## src/rtl/card_clk_gen.sv

```systemverilog
module card_clk_gen #(
  parameter int DIV_W = 8,
  parameter int PSD_W = 3
) (
  input  logic             clk,
  input  logic             rst_n,
  input  logic             clk_en,
  input  logic [DIV_W-1:0] div_val,
  input  logic [PSD_W-1:0] psv_div,
  input  logic             psv_en,
  input  logic             rd_proof_en,
  input  logic             wr_proof_en,
  input  logic             xfer_act,
  input  logic             xfer_rd,
  input  logic             buf_full,
  input  logic             buf_empty,
  output logic             card_clk,
  output logic             edge_pulse,
  output logic             cfg_err
);

  localparam int MW = 1 << PSD_W;
  localparam int CW = DIV_W + 1 + MW;

  logic          run;
  logic [CW-1:0] cnt, cur_half, half_new;
  logic [DIV_W:0] dplus;
  logic [MW-1:0] pmul;
  logic          ps_ok, stall, at_end;

  assign ps_ok    = psv_en && (psv_div != '0);
  assign dplus    = {1'b0, div_val} + 1'b1;
  assign pmul     = ps_ok ? (MW'(1) << psv_div) + MW'(1) : MW'(1);
  assign half_new = CW'(dplus) * CW'(pmul);

  assign stall = xfer_act && ((xfer_rd && rd_proof_en && buf_full) ||
                              (!xfer_rd && wr_proof_en && buf_empty));

  assign at_end     = run && (cnt == '0);
  assign edge_pulse = at_end && (card_clk || (clk_en && !stall));

  always_ff @(posedge clk or negedge rst_n) begin
    if (!rst_n) begin
      run      <= 1'b0;
      card_clk <= 1'b0;
      cnt      <= '0;
      cur_half <= CW'(1);
    end else if (!run) begin
      card_clk <= 1'b0;
      if (clk_en) begin
        run      <= 1'b1;
        cur_half <= half_new;
        cnt      <= half_new - CW'(1);
      end
    end else if (!clk_en && !card_clk) begin
      run <= 1'b0;
      cnt <= '0;
    end else if (cnt != '0) begin
      cnt <= cnt - CW'(1);
    end else if (edge_pulse) begin
      card_clk <= !card_clk;
      if (card_clk) begin
        cnt <= cur_half - CW'(1);
      end else begin
        cur_half <= half_new;
        cnt      <= half_new - CW'(1);
      end
    end
  end

  always_ff @(posedge clk or negedge rst_n) begin
    if (!rst_n) cfg_err <= 1'b0;
    else        cfg_err <= psv_en && (psv_div == '0);
  end

  a_r3_zero_exp_flag: assert property (@(posedge clk) disable iff (!rst_n)
    (psv_en && psv_div == '0) |=> cfg_err);

  a_r5_hold_keeps_low: assert property (@(posedge clk) disable iff (!rst_n)
    (!card_clk && stall && clk_en) |=> !card_clk);

  a_r9_no_pulse_on_hold: assert property (@(posedge clk) disable iff (!rst_n)
    (!card_clk && stall) |-> !edge_pulse);

  a_r9_pulse_then_edge: assert property (@(posedge clk) disable iff (!rst_n)
    edge_pulse |=> (card_clk != $past(card_clk)));

  a_r9_edge_needs_pulse: assert property (@(posedge clk) disable iff (!rst_n)
    (card_clk != $past(card_clk)) |-> $past(edge_pulse));

  a_r10_idle_low: assert property (@(posedge clk) disable iff (!rst_n)
    (!clk_en && !card_clk) |=> !card_clk);

endmodule

```

## config.mk

```make
export PLATFORM = sky130hd
export DESIGN_NAME = card_clk_gen
export DESIGN_NICKNAME = d
export VERILOG_FILES = /design/src/rtl/card_clk_gen.sv
export SDC_FILE = /design/constraint.sdc
export NUM_CORES = 1
export LEC_CHECK = 0
export ABC_AREA = 1
export ABC_CLOCK_PERIOD_IN_PS = 4800
export CAP_MARGIN = 10
export CORE_AREA = 8 8 138 140
export DETAILED_ROUTE_END_ITERATION = 6
export DIE_AREA = 0 0 146 148
export DONT_BUFFER_PORTS = 1
export GPL_TIMING_DRIVEN = 0
export PLACE_DENSITY = 0.58
export SLEW_MARGIN = 30
export SYNTH_ARGS = -nofsm -noshare
export SYNTH_HDL_FRONTEND = slang
export SYNTH_SLANG_ARGS = --single-unit
```

## constraint.sdc

```tcl
create_clock -name clk -period 4.8 [get_ports clk]
set_clock_uncertainty 0.05 [all_clocks]
set_input_delay 0.72 -clock clk [delete_from_list [all_inputs] [get_ports clk]]
set_output_delay 0.72 -clock clk [all_outputs]
set_load 0.03 [all_outputs]
```

### Word-level counts from Yosys, hierarchy flattened

Index checks and enable logic that the tools add are counted.

| storage, ports and cells | value |
|---|---|
| logic and storage cells | 62 |
| flip-flop bits (word level) | 37 |
| output and inout bits | 3 |
| bits of input ports | 21 |

| cells by class | value |
|---|---|
| equality and inequality tests | 5 |
| shifts and indexed selects | 1 |
| multipliers | 1 |
| add/sub/neg operators | 5 |
| reduce and logical (&&, ||, !) cells | 25 |
| multiplexer cells | 20 |

Operator list:

| cell | count |
|---|---|
| two-way mux 17 bit | 12 |
| subtractor 17 x 1 -> 17 bit, second input constant | 3 |
| zero test 17 bit | 1 |
| multiplier 9 x 8 -> 17 bit | 1 |
| nonzero test 17 bit | 1 |
| logical AND 1 bit | 11 |
| adder 8 x 1 -> 9 bit, second input constant | 1 |
| adder 8 x 2 -> 8 bit, second input constant | 1 |
| two-way mux 8 bit | 1 |
| != test 2 bit, second input constant | 4 |
| left shift 1 x 3 -> 8 bit, first input constant | 1 |
| two-way mux 1 bit | 7 |
| AND reduction 5 bit | 1 |
| zero test 1 bit | 4 |
| != test 4 x 2 -> 1 bit, second input constant | 1 |
| zero test 3 bit | 1 |
| AND reduction 3 bit | 1 |
| nonzero test 3 bit | 1 |
| logical OR 1 bit | 2 |
| AND reduction 2 bit | 1 |
| nonzero test 2 bit | 1 |

### Longest topological paths before layout

Gate-level depths: netlist (run 1).

| depth | value |
|---|---|
| depth in word-level cells | 13 |
| mapped depth | 35 |
| depth with buffers taken out | 35 |

### Worst setup path before layout (run 1)

No wires, ideal clock.

| path | value |
|---|---|
| path type | input to register |
| from | input port div_val[0] |
| to | register cnt[14] |
| data arrival time | 5.379 ns |
| cell stages on the path | 31 |
| slack | -0.706 ns |
| setup time | 0.077 ns |
| cells stage by stage | ha_1 > nand2_1 > nor2_1 > inv_1 > nor2_1 > inv_1 > nor2_1 > inv_1 > nor2_1 > inv_1 > nor2_1 > fa_1 > fa_1 > fa_1 > inv_1 > fa_1 > inv_1 > ha_1 > nand2_1 > inv_1 > a21oi_1 > nand3_1 > nand2_1 > nand2_2 > nor2_1 > nand2_1 > nand2_1 > nand3_1 > o211ai_1 > nand3_1 > a21oi_1 |

| on the way | value |
|---|---|
| cells in the longest elaborated chain, start to end | 8 |
| elaborated cells on any way between the ends | 9 |
| those cells by class | 2 x add/sub; 1 x mul; 6 x mux |

RTL lines:

| element | RTL line | text |
|---|---|---|
| start: declaration | 8 | `input logic [DIV_W-1:0] div_val,` |
| adder 8 x 1 -> 9 bit * | 32 | `assign dplus = {1'b0, div_val} + 1'b1;` |
| multiplier 9 x 8 -> 17 bit * | 34 | `assign half_new = CW'(dplus) * CW'(pmul);` |
| subtractor 17 x 1 -> 17 bit * | 53, 66 |  |
| two-way mux 17 bit | 62 | `if (card_clk) begin` |
| two-way mux 17 bit | 60 | `end else if (edge_pulse) begin` |
| two-way mux 17 bit | 58 | `end else if (cnt != '0) begin` |
| two-way mux 17 bit | 55 | `end else if (!clk_en && !card_clk) begin` |
| two-way mux 17 bit * | 48 | `end else if (!run) begin` |
| end signal: assignment | 53 | `cnt <= half_new - CW'(1);` |
| end signal: assignment | 59 | `cnt <= cnt - CW'(1);` |
| end signal: assignment | 63 | `cnt <= cur_half - CW'(1);` |
| end: declaration | 26 | `logic [CW-1:0] cnt, cur_half, half_new;` |

Mark *: on every way between the ends. The rest lies on a longest branch, timed or not. The select of a mux whose other input is x is not followed.
A chain may end at the register's enable or synchronous reset.

### Final worst setup path (run 1)

| path | value |
|---|---|
| from | input port psv_div[1] |
| to | register cnt[10] |

| on the way | value |
|---|---|
| cells in the longest elaborated chain, start to end | 10 |
| elaborated cells on any way between the ends | 13 |
| those cells by class | 2 x add/sub; 1 x mul; 1 x shift; 7 x mux; 2 x reduce/logical |

RTL lines:

| element | RTL line | text |
|---|---|---|
| start: declaration | 9 | `input logic [PSD_W-1:0] psv_div,` |
| left shift 1 x 3 -> 8 bit / nonzero test 3 bit (equally long branches) | 33, 31 |  |
| adder 8 x 2 -> 8 bit / logical AND 1 bit (equally long branches) | 33, 31 |  |
| two-way mux 8 bit * | 33 | `assign pmul = ps_ok ? (MW'(1) << psv_div) + MW'(1) : MW'(1);` |
| multiplier 9 x 8 -> 17 bit * | 34 |  |
| subtractor 17 x 1 -> 17 bit * | 53, 66 |  |
| two-way mux 17 bit | 62 |  |
| two-way mux 17 bit | 60 |  |
| two-way mux 17 bit | 58 |  |
| two-way mux 17 bit | 55 |  |
| two-way mux 17 bit * | 48 |  |

Marked as above.

==> metrics.txt, run 1 <==
Port Buffers 0; RR Startpoint cnt[0]; Initial Utilization 0.339; first-pass GRT wire length between 20 and 30 mm; final net count slightly above 1000; num rows 48; clk root buf clkbuf_16; fin crit period ~5.3 ns; DR vias 5344; Synth Warn # 0; Die X between 100 and 150 um; post-synthesis adder-cell area fraction 0.236; Power Total 2.36 mW; final WL 15.0 mm; CP Class primary input to flip-flop; post-synthesis sequential area ratio 0.161; Ant. Diodes 0; TritonCTS clock tree yes; Mapped Cells between 800 and 900; Req. time, crit path 4.92 ns; die boundary height around 150 um; setup violators final 11; dpl hpwl about 12 mm; Fillers 1744; CTS H-tree depth 2; io pins 24; Yosys cell types 47; # Max-Cap Violations 0; worst hold slack 0.0762 ns; most common cell after layout, fill and taps aside nand2_1; Worst setup SP type primary input; commonest cells after routing, fill and taps aside 148 x nand2_1, 131 x inv_1, 101 x nor2_1; Worst-path clk slew ~0.06 ns; drt first pass iters 4; synthesized flop and latch total 37; class of the worst hold path primary input to async pin; Clock Tree Buf Depth 2; global route total overflow 0; Tightest Pin Transition 0.570 ns; Max VDD drop 195 uV; Clk Latency, worst-skew pair between 0.2 and 0.3 ns; Final Max Tran Viols 0; portion of netlist area occupied by mux cells 0; die area around 22000 sq um; Tcrit/Tclk final 1.10; Mapped Nets 962; final antenna-violating net count 0; R2R depth 12; Cell Pwr Density 327 nW/um^2; r2r endpoint cur_half[6]; critical path arrival 5.40 ns; share of layout cells above drive strength 1 0.288; delay of the slowest critical-path stage 0.55 ns; RSZ-0062 raised after global routing true; Core Area 16900 sq um; relative slew slack 0.618; synthesized area 5750 sq um; synth-to-layout area growth 25.7%; Critical Path Most Common Cell inv_2; R2R setup slack about 2.5 ns; DR DRC count 0; vias per cell 4.71; CP endpoint kind flip-flop; Routability Congestion 0.821; Iteration-0 DRC Markers 248; final hold vios 0; Synth Area in Compound Gates 0.0926; status finished, violations left; Worst path slowest cell fa_1; PnR worst setup slack -0.475 ns; All-Layer GR Usage 0.141; vias in the first global route 5451; P_leak 3.50 nW; CTS sink count 37; Crit Path Max Fanout 7; Wirelength per Cell 13.2 um; Post-Synth Simple-Gate Area 0.338; main combinational cell family by area after synthesis simple AND/OR/NAND/NOR gates; post-synthesis xor/xnor area fraction 0.0470; failing checks negative setup slack; largest net degree at the start of global routing 38; FMAX 190 MHz; initial antenna violation count 0; cts bufs inserted 5; Avg Inst Size Synth 6.70 sq um
==> per-stage QoR <==
step	area (sq um)	utilization	worst slack [ns]	instances	setup TNS [ns]
after global placement	6160	0.364	-0.988	1083	-11.58
after detailed placement	6170	0.364	-1.04	1083	-12.35
after floorplan	5880	-	-0.373	858	-2.67
after CTS	6830	0.403	-0.432	1115	-3.33
final	7220	0.426	-0.475	1134	-3.54
after global routing	7220	0.426	-0.707	1134	-7.20
==> synth_stat cells (all sizes together) <==
library cell / number / area share
nand4: 14 / 0.016
clkbuf: 4 / 0.0026
o21bai: 1 / 0.0013
buf: 11 / 0.013
a31oi: 6 / 0.0091
o211ai: 5 / 0.0065
a221oi: 1 / 0.0015
nand3b: 3 / 0.0039
a211o: 1 / 0.0015
o21ai: 36 / 0.032
ha: 41 / 0.089
o311ai: 2 / 0.0030
a21oi: 37 / 0.035
clkinv: 1 / 0.00065
nand3: 57 / 0.054
fa: 42 / 0.15
xnor2: 6 / 0.0091
or2: 3 / 0.0033
dfrtp: 36 / 0.16
nor4: 2 / 0.0048
nor3b: 1 / 0.0013
nor2: 148 / 0.11
or3: 1 / 0.0011
nand2: 196 / 0.14
nor3: 10 / 0.0087
a211oi: 1 / 0.0013
dfstp: 1 / 0.0046
o21a: 1 / 0.0013
inv: 166 / 0.11
xor2: 24 / 0.038
==> per-layer routing <==
| metal | GRT usage | up-vias | routed length [um] | share of wire |
|---|---|---|---|---|
| li1 | - | 2766 | - | - |
| met1 | 0.177 | 2489 | 6810 | 0.45 |
| met2 | 0.257 | 64 | 7550 | 0.50 |
| met3 | 0.00978 | 25 | 321 | 0.021 |
| met4 | 0.0386 | 0 | 347 | 0.023 |
| met5 | 0 | - | 0 | 0 |
==> final cells by class <==
| cell class | count | area [sq um] | area share |
|---|---|---|---|
| inverters | 167 | 634 | 0.0878 |
| plain buffers | 15 | 91.3 | 0.0126 |
| clock inverters | 3 | 65.1 | 0.00901 |
| flip-flops and latches | 37 | 927 | 0.128 |
| well taps | 225 | 282 | 0.0390 |
| multi-input cells | 639 | 4750 | 0.657 |
| repair buffers | 43 | 349 | 0.0483 |
| clock buffers | 5 | 125 | 0.0173 |
==> how the worst max path moves through the flow <==
| stage | to | slack [ns] | cells after the start | from |
|---|---|---|---|---|
| after floorplan | cnt[14] | -0.37 | 34 | div_val[0] |
| after global placement | cnt[15] | -0.99 | 27 | div_val[1] |
| after detailed placement | cnt[14] | -1.04 | 27 | div_val[1] |
| after CTS | cnt[14] | -0.43 | 33 | div_val[1] |
| after global routing | cnt[10] | -0.71 | 30 | div_val[1] |
| final | cnt[10] | -0.47 | 31 | psv_div[1] |
==> cell families (layout without fill, tap and decap cells) <==
kind of cell,after synthesis,after routing
buf+inv,182,233
simple gates,435,435
xor+xnor,30,30
flops,37,37
fa+ha+maj,83,83
compound gates,91,91
==> where the power goes <==
group          internal [mW]  switching (mW)  leakage (nW)
Sequential             0.456           0.165         0.463
Combinational          0.501           0.811          2.95
Clock                  0.297           0.132        0.0938
==> critical path: cells and delay by family <==
kind,cells,cell delay [ns]
simple gates,14,1.13
compound gates,1,0.22
buf+inv,10,0.81
fa+ha+maj,6,2.52
==> flip-flops by register name, summed over array words and instances, names as in the netlist <==
register / flops
cnt: 17
cur_half: 17
card_clk: 1
cfg_err: 1
run: 1
==> timing repair <==
item | 4_1_cts | 5_1_grt
pin swaps | 67 | 65
setup buffers | 24 | 19
hold buffers | 0 | 0
endpoints found under the setup margin | 17 | 21
gates resized for setup | 81 | 81
Power figures use the tool's default switching activity.
==> run 2, diff against run 1 <==
--- a/config.mk
+++ b/config.mk
@@ -7,5 +7,4 @@
 export LEC_CHECK = 0
 export ABC_AREA = 1
-export ABC_CLOCK_PERIOD_IN_PS = 4800
 export CAP_MARGIN = 10
 export CORE_AREA = 8 8 138 140
==> constraint.sdc (replaced) <==
create_clock -name clk -period 4.8 [get_ports clk]
set_clock_uncertainty 0.05 [all_clocks]
set_input_delay 0.24 -clock clk [delete_from_list [all_inputs] [get_ports clk]]
set_output_delay 0.24 -clock clk [all_outputs]
set_load 0.03 [all_outputs]
==> run 2 against run 1 <==
The run now ends clean. Combinational power about the same. Power shrank 2.5%. Global-route usage down 0.36 points. Largest cell class unchanged. Highest routed layer unchanged. Critical path depth down 1. Clock power down 9.3%. Critical endpoint is now cnt[12]. First-iteration DRC count decreased by 4.8%. Core utilization is 0.17 points lower. Sequential share of layout area increased by 0.051 points. Hold slack got worse by 0.058 ns.
==> metrics.txt, run 2 (synthesis results as in run 1) <==
status finished clean; DR vias 5422; vias per cell 4.79; Max VDD drop 188 uV; die area 21600 sq um; All-Layer GR Usage 0.138; fin crit period 4.76 ns; Ant. Diodes 0; P_leak 3.50 nW; Final Max Tran Viols 0; Clock Tree Buf Depth 2; top layer in use met4; Req. time, crit path 4.96 ns; final antenna-violating net count 0; commonest cells after routing, fill and taps aside 143 x nand2_1, 133 x inv_1, 102 x nor2_1; Cell Pwr Density 320 nW/um^2; RSZ-0062 raised after global routing true; CTS sink count 37; die boundary height around 150 um; met2 wire len 7.47 mm; Worst setup SP type primary input; Wirelength per Cell approximately 13 um; CTS H-tree depth 2; setup violators final 0; Tcrit/Tclk final 0.992; drt first pass iters 5; setup TNS 0 ns; worst hold slack 0.0186 ns; final net count 1011; Routability Congestion 0.834; Post-Route M1 WL between 7 and 8 mm; global route total overflow 0; initial antenna violation count 0; Crit Path Max Fanout 8; Critical Path Most Common Cell nor2_4; Core Area roughly 17000 sq um; share of layout cells above drive strength 1 0.269; DR DRC count 0; clk root buf clkbuf_16; registers with the most flip-flops cnt: 17 flops, cur_half: 17 flops; synth-to-layout area growth 25.2%; relative slew slack 0.620; DR WL met3 432 um; first-pass GRT wire length 24.8 mm; num rows 48; most common cell after layout, fill and taps aside nand2_1; vias in the first global route around 5200; delay of the slowest critical-path stage 0.53 ns; Die X 146 um; cts bufs inserted 5; Initial Utilization 0.339; largest net degree at the start of global routing 38; Clk Latency, worst-skew pair 0.28 ns; final WL 15.2 mm; CP Class primary input to flip-flop; TritonCTS clock tree yes; Port Buffers 0; io pins 24; critical path arrival 4.92 ns; CP endpoint kind flip-flop; Worst path slowest cell fa_1; dpl hpwl roughly 12 mm; # Max-Cap Violations 0; Tightest Pin Transition 0.568 ns; Worst-path clk slew 0.06 ns; FMAX 210 MHz; class of the worst hold path primary input to flip-flop; Iteration-0 DRC Markers 236; final hold vios 0
## run 2: cell types whose count changed in the layout (fill, tap and decap cells not counted), moves of 3 or more
cell / change
o21ai_2: -4
nand3_1: +7
nand2_2: +3
buf_6: -4
nand3_2: -9
nand2_1: -5
xor2_2: -5
xor2_1: +3
## run 2: timing repair
| action | 4_1_cts | 5_1_grt |
|---|---|---|
| pin swaps | 35 | 81 |
| setup endpoints to repair | 9 | 10 |
| setup buffers | 9 | 31 |
| hold endpoints to repair | 37 | 0 |
| hold buffers | 2 | 0 |
| cloned | 0 | 0 |
| gates resized for setup | 47 | 124 |
## run 2: worst max-delay path: cells and delay by family
kind	cells	cell delay [ns]
buffers and inverters	7	0.58
AO/OA/AOI/OAI	2	0.38
AND/OR/NAND/NOR	14	1.47
XOR/XNOR	1	0.14
adder cells (fa/ha/maj)	6	2.10
## run 2: worst paths after layout
kind                       cells after the start   startpoint  slack (ns)           to
hold / removal                                 1   psv_div[2]        0.02      cfg_err
min in group asynchronous                      2        rst_n        0.38       cnt[1]
setup reg to reg                              11  cur_half[0]        2.47      cnt[14]
max in group asynchronous                      2        rst_n        4.07  cur_half[0]
hold reg to reg                                2       cnt[9]        0.47       cnt[9]
setup / recovery                              30   psv_div[1]        0.04      cnt[12]
## run 2: final cells by class
| type | instances | area [sq um] |
|---|---|---|
| buffer | 15 | 92.6 |
| clock buffer | 6 | 139 |
| clock inverter | 2 | 37.5 |
| fill | 1770 | 9740 |
| inverter | 167 | 633 |
| multi-input combinational | 639 | 4740 |
| sequential | 37 | 927 |
| tap | 225 | 282 |
| timing repair buffer | 42 | 342 |
## run 2: through the flow
stage	power (mW)	util	instance area, sq um	setup WS, ns	instances
2_1_floorplan	1.51	-	5790	0.00632	858
3_3_place_gp	1.76	0.359	6070	-0.589	1083
3_5_place_dp	1.77	0.359	6080	-0.635	1083
4_1_cts	2.21	0.386	6540	0.000766	1102
5_1_grt	2.51	0.425	7190	-0.180	1133
6_report	2.30	0.425	7190	0.0406	1133
## run 2: where the power goes
group	switching (mW)	internal (mW)	total, mW
registers	0.168	0.456	0.624
clock network	0.130	0.259	0.389
logic	0.805	0.486	1.29
## run 2: layer usage
layer  vias to the layer above  GRT usage
met5                         -          0
met4                         0     0.0366
met3                        23     0.0141
met2                        85      0.241
met1                      2547      0.177
li1                       2767          -
==> run 3, diff against run 2 <==
- REMOVE_ABC_BUFFERS: not set -> 1
==> run 3 against run 2 <==
The run now ends with negative setup slack left. Global-route usage fell by 0.41 points. Flip-flop and latch count stayed put. Combinational power shrank 6%. Cell count fell by 0.97%. Maximum frequency down 1.3%. Sequential power grew 2%.
==> metrics.txt, run 3 (synthesis results as in run 1) <==
Seq. cell area between 900 and 1000 sq um; final net count 1000; Port Buffers 0; vias in the first global route 5147; worst hold stages 1; # Max-Cap Violations 0; Tightest Pin Transition roughly 0.97 ns; Crit Path Max Fanout 6; PnR worst setup slack -0.0216 ns; cts bufs inserted 5; Multi-input gate area around 4600 sq um; num rows 48; drt first pass iters 4; clk root buf clkbuf_16; worst hold start psv_div[2]; largest net degree at the start of global routing 38; CP endpoint kind flip-flop; Final Max Tran Viols 0; die area between 20000 and 25000 sq um; relative slew slack 0.354; All-Layer GR Usage 0.134; dpl hpwl 11.3 mm; Fillers approximately 1800; worst hold slack 0.00932 ns; initial antenna violation count 0; global route total overflow 0; Max VDD drop 197 uV; DR vias 5256; Iteration-0 DRC Markers 180; RSZ-0062 raised after global routing true; delay of the slowest critical-path stage approximately 0.53 ns; RR Startpoint card_clk; final antenna-violating net count 0; TritonCTS clock tree yes; R2R depth 10; final WL 14.5 mm; Clock Tree Buf Depth 2; CTS H-tree depth 2; R2R setup slack ~1.6 ns; FMAX 207 MHz; class of the worst hold path primary input to flip-flop; synth-to-layout area growth 21.5%; io pins 24; setup violators final 1; r2r endpoint cnt[1]; setup TNS -0.0216 ns; status finished, violations left; first-pass GRT wire length about 24 mm; Routability Congestion 0.817; Top delay family on crit path adder cells; Cell Pwr Density 311 nW/um^2; Worst-path clk slew 0.06 ns; Hold EP cfg_err; Tcrit/Tclk final 1.00; worst path bufs/invs 7; Worst path slowest cell fa_1; share of layout cells above drive strength 1 0.252; Power Total 2.17 mW; fin crit period just under 5 ns; CP Class primary input to flip-flop; Ant. Diodes 0; Initial Utilization 0.339; Worst setup SP type primary input; die boundary height 148 um; P_leak around 3.4 nW; most common cell after layout, fill and taps aside nand2_1; worst setup path startpoint psv_div[1]; CTS sink count 37; Wirelength per Cell ~13 um; Req. time, crit path 4.96 ns; critical path arrival 4.99 ns; Die X 146 um; final hold vios 0; failing checks negative setup slack; Clk Latency, worst-skew pair 0.29 ns; DR DRC count 0; commonest cells after routing, fill and taps aside 144 x nand2_1, 137 x inv_1, 106 x nor2_1; Core Area 16900 sq um; registers with the most flip-flops cnt: 17 flops, cur_half: 17 flops; vias per cell about 4.7
## run 3: cell types whose count changed in the layout (fill, tap and decap cells not counted), sizes merged
cell,change
buf,-7
bufinv,-1
clkbuf,-4
clkinvlp,+1
## run 3: timing repair
item	CTS	global route
setup endpoints to repair	10	10
pin swaps	47	72
buffers inserted	22	22
endpoints found under the hold margin	37	0
hold buffers	2	0
resized for setup	67	89
## run 3: layer usage
metal / wire (um) / vias to the layer above / track usage
met2: 7090 / 57 / 0.240
met5: 0 / - / 0
met4: 152 / 0 / 0.0258
met1: 6880 / 2449 / 0.170
met3: 371 / 13 / 0.0135
li1: - / 2737 / -
## run 3: worst max path at each step
stage               slack [ns]       to  cells past startpoint
finish                   -0.02  cnt[12]                     28
global route             -0.26  cnt[12]                     31
CTS                      0.004  cnt[14]                     26
detailed placement       -0.88  cnt[14]                     30
global placement         -0.76  cnt[14]                     30
floorplan                -0.25  cnt[14]                     31
## run 3: per-stage QoR
step                       util  setup WS (ns)  instance area [sq um]  cells
final                     0.412        -0.0216                   6980   1122
after global routing      0.412         -0.260                   6980   1122
after CTS                 0.387        0.00385                   6560   1100
after detailed placement  0.350         -0.879                   5940   1068
after global placement    0.350         -0.762                   5940   1068
after floorplan               -         -0.252                   5650    843
## run 3: area by class of cell
class	count	area share
clock inverters	2	0.00215
well taps	225	0.0403
clock buffers	6	0.0185
multi-input cells	639	0.662
flip-flops and latches	37	0.133
inverters	167	0.0907
repair buffers	46	0.0532
## run 3: worst register-to-register path: cells and delay by family (launching register included)
kind	cells	cell delay, ns
DFF	1	0.80
AOI/OAI and AO/OA	4	0.60
buffers and inverters	2	1.14
and+or+nand+nor	4	0.48
## run 3: report_power, final
part / internal, mW / switching, mW / leakage (nW) / total, mW
combinational: 0.455 / 0.754 / 2.90 / 1.21
clock: 0.193 / 0.133 / 0.0631 / 0.326
sequential: 0.455 / 0.179 / 0.463 / 0.635
total: 1.10 / 1.07 / 3.42 / 2.17
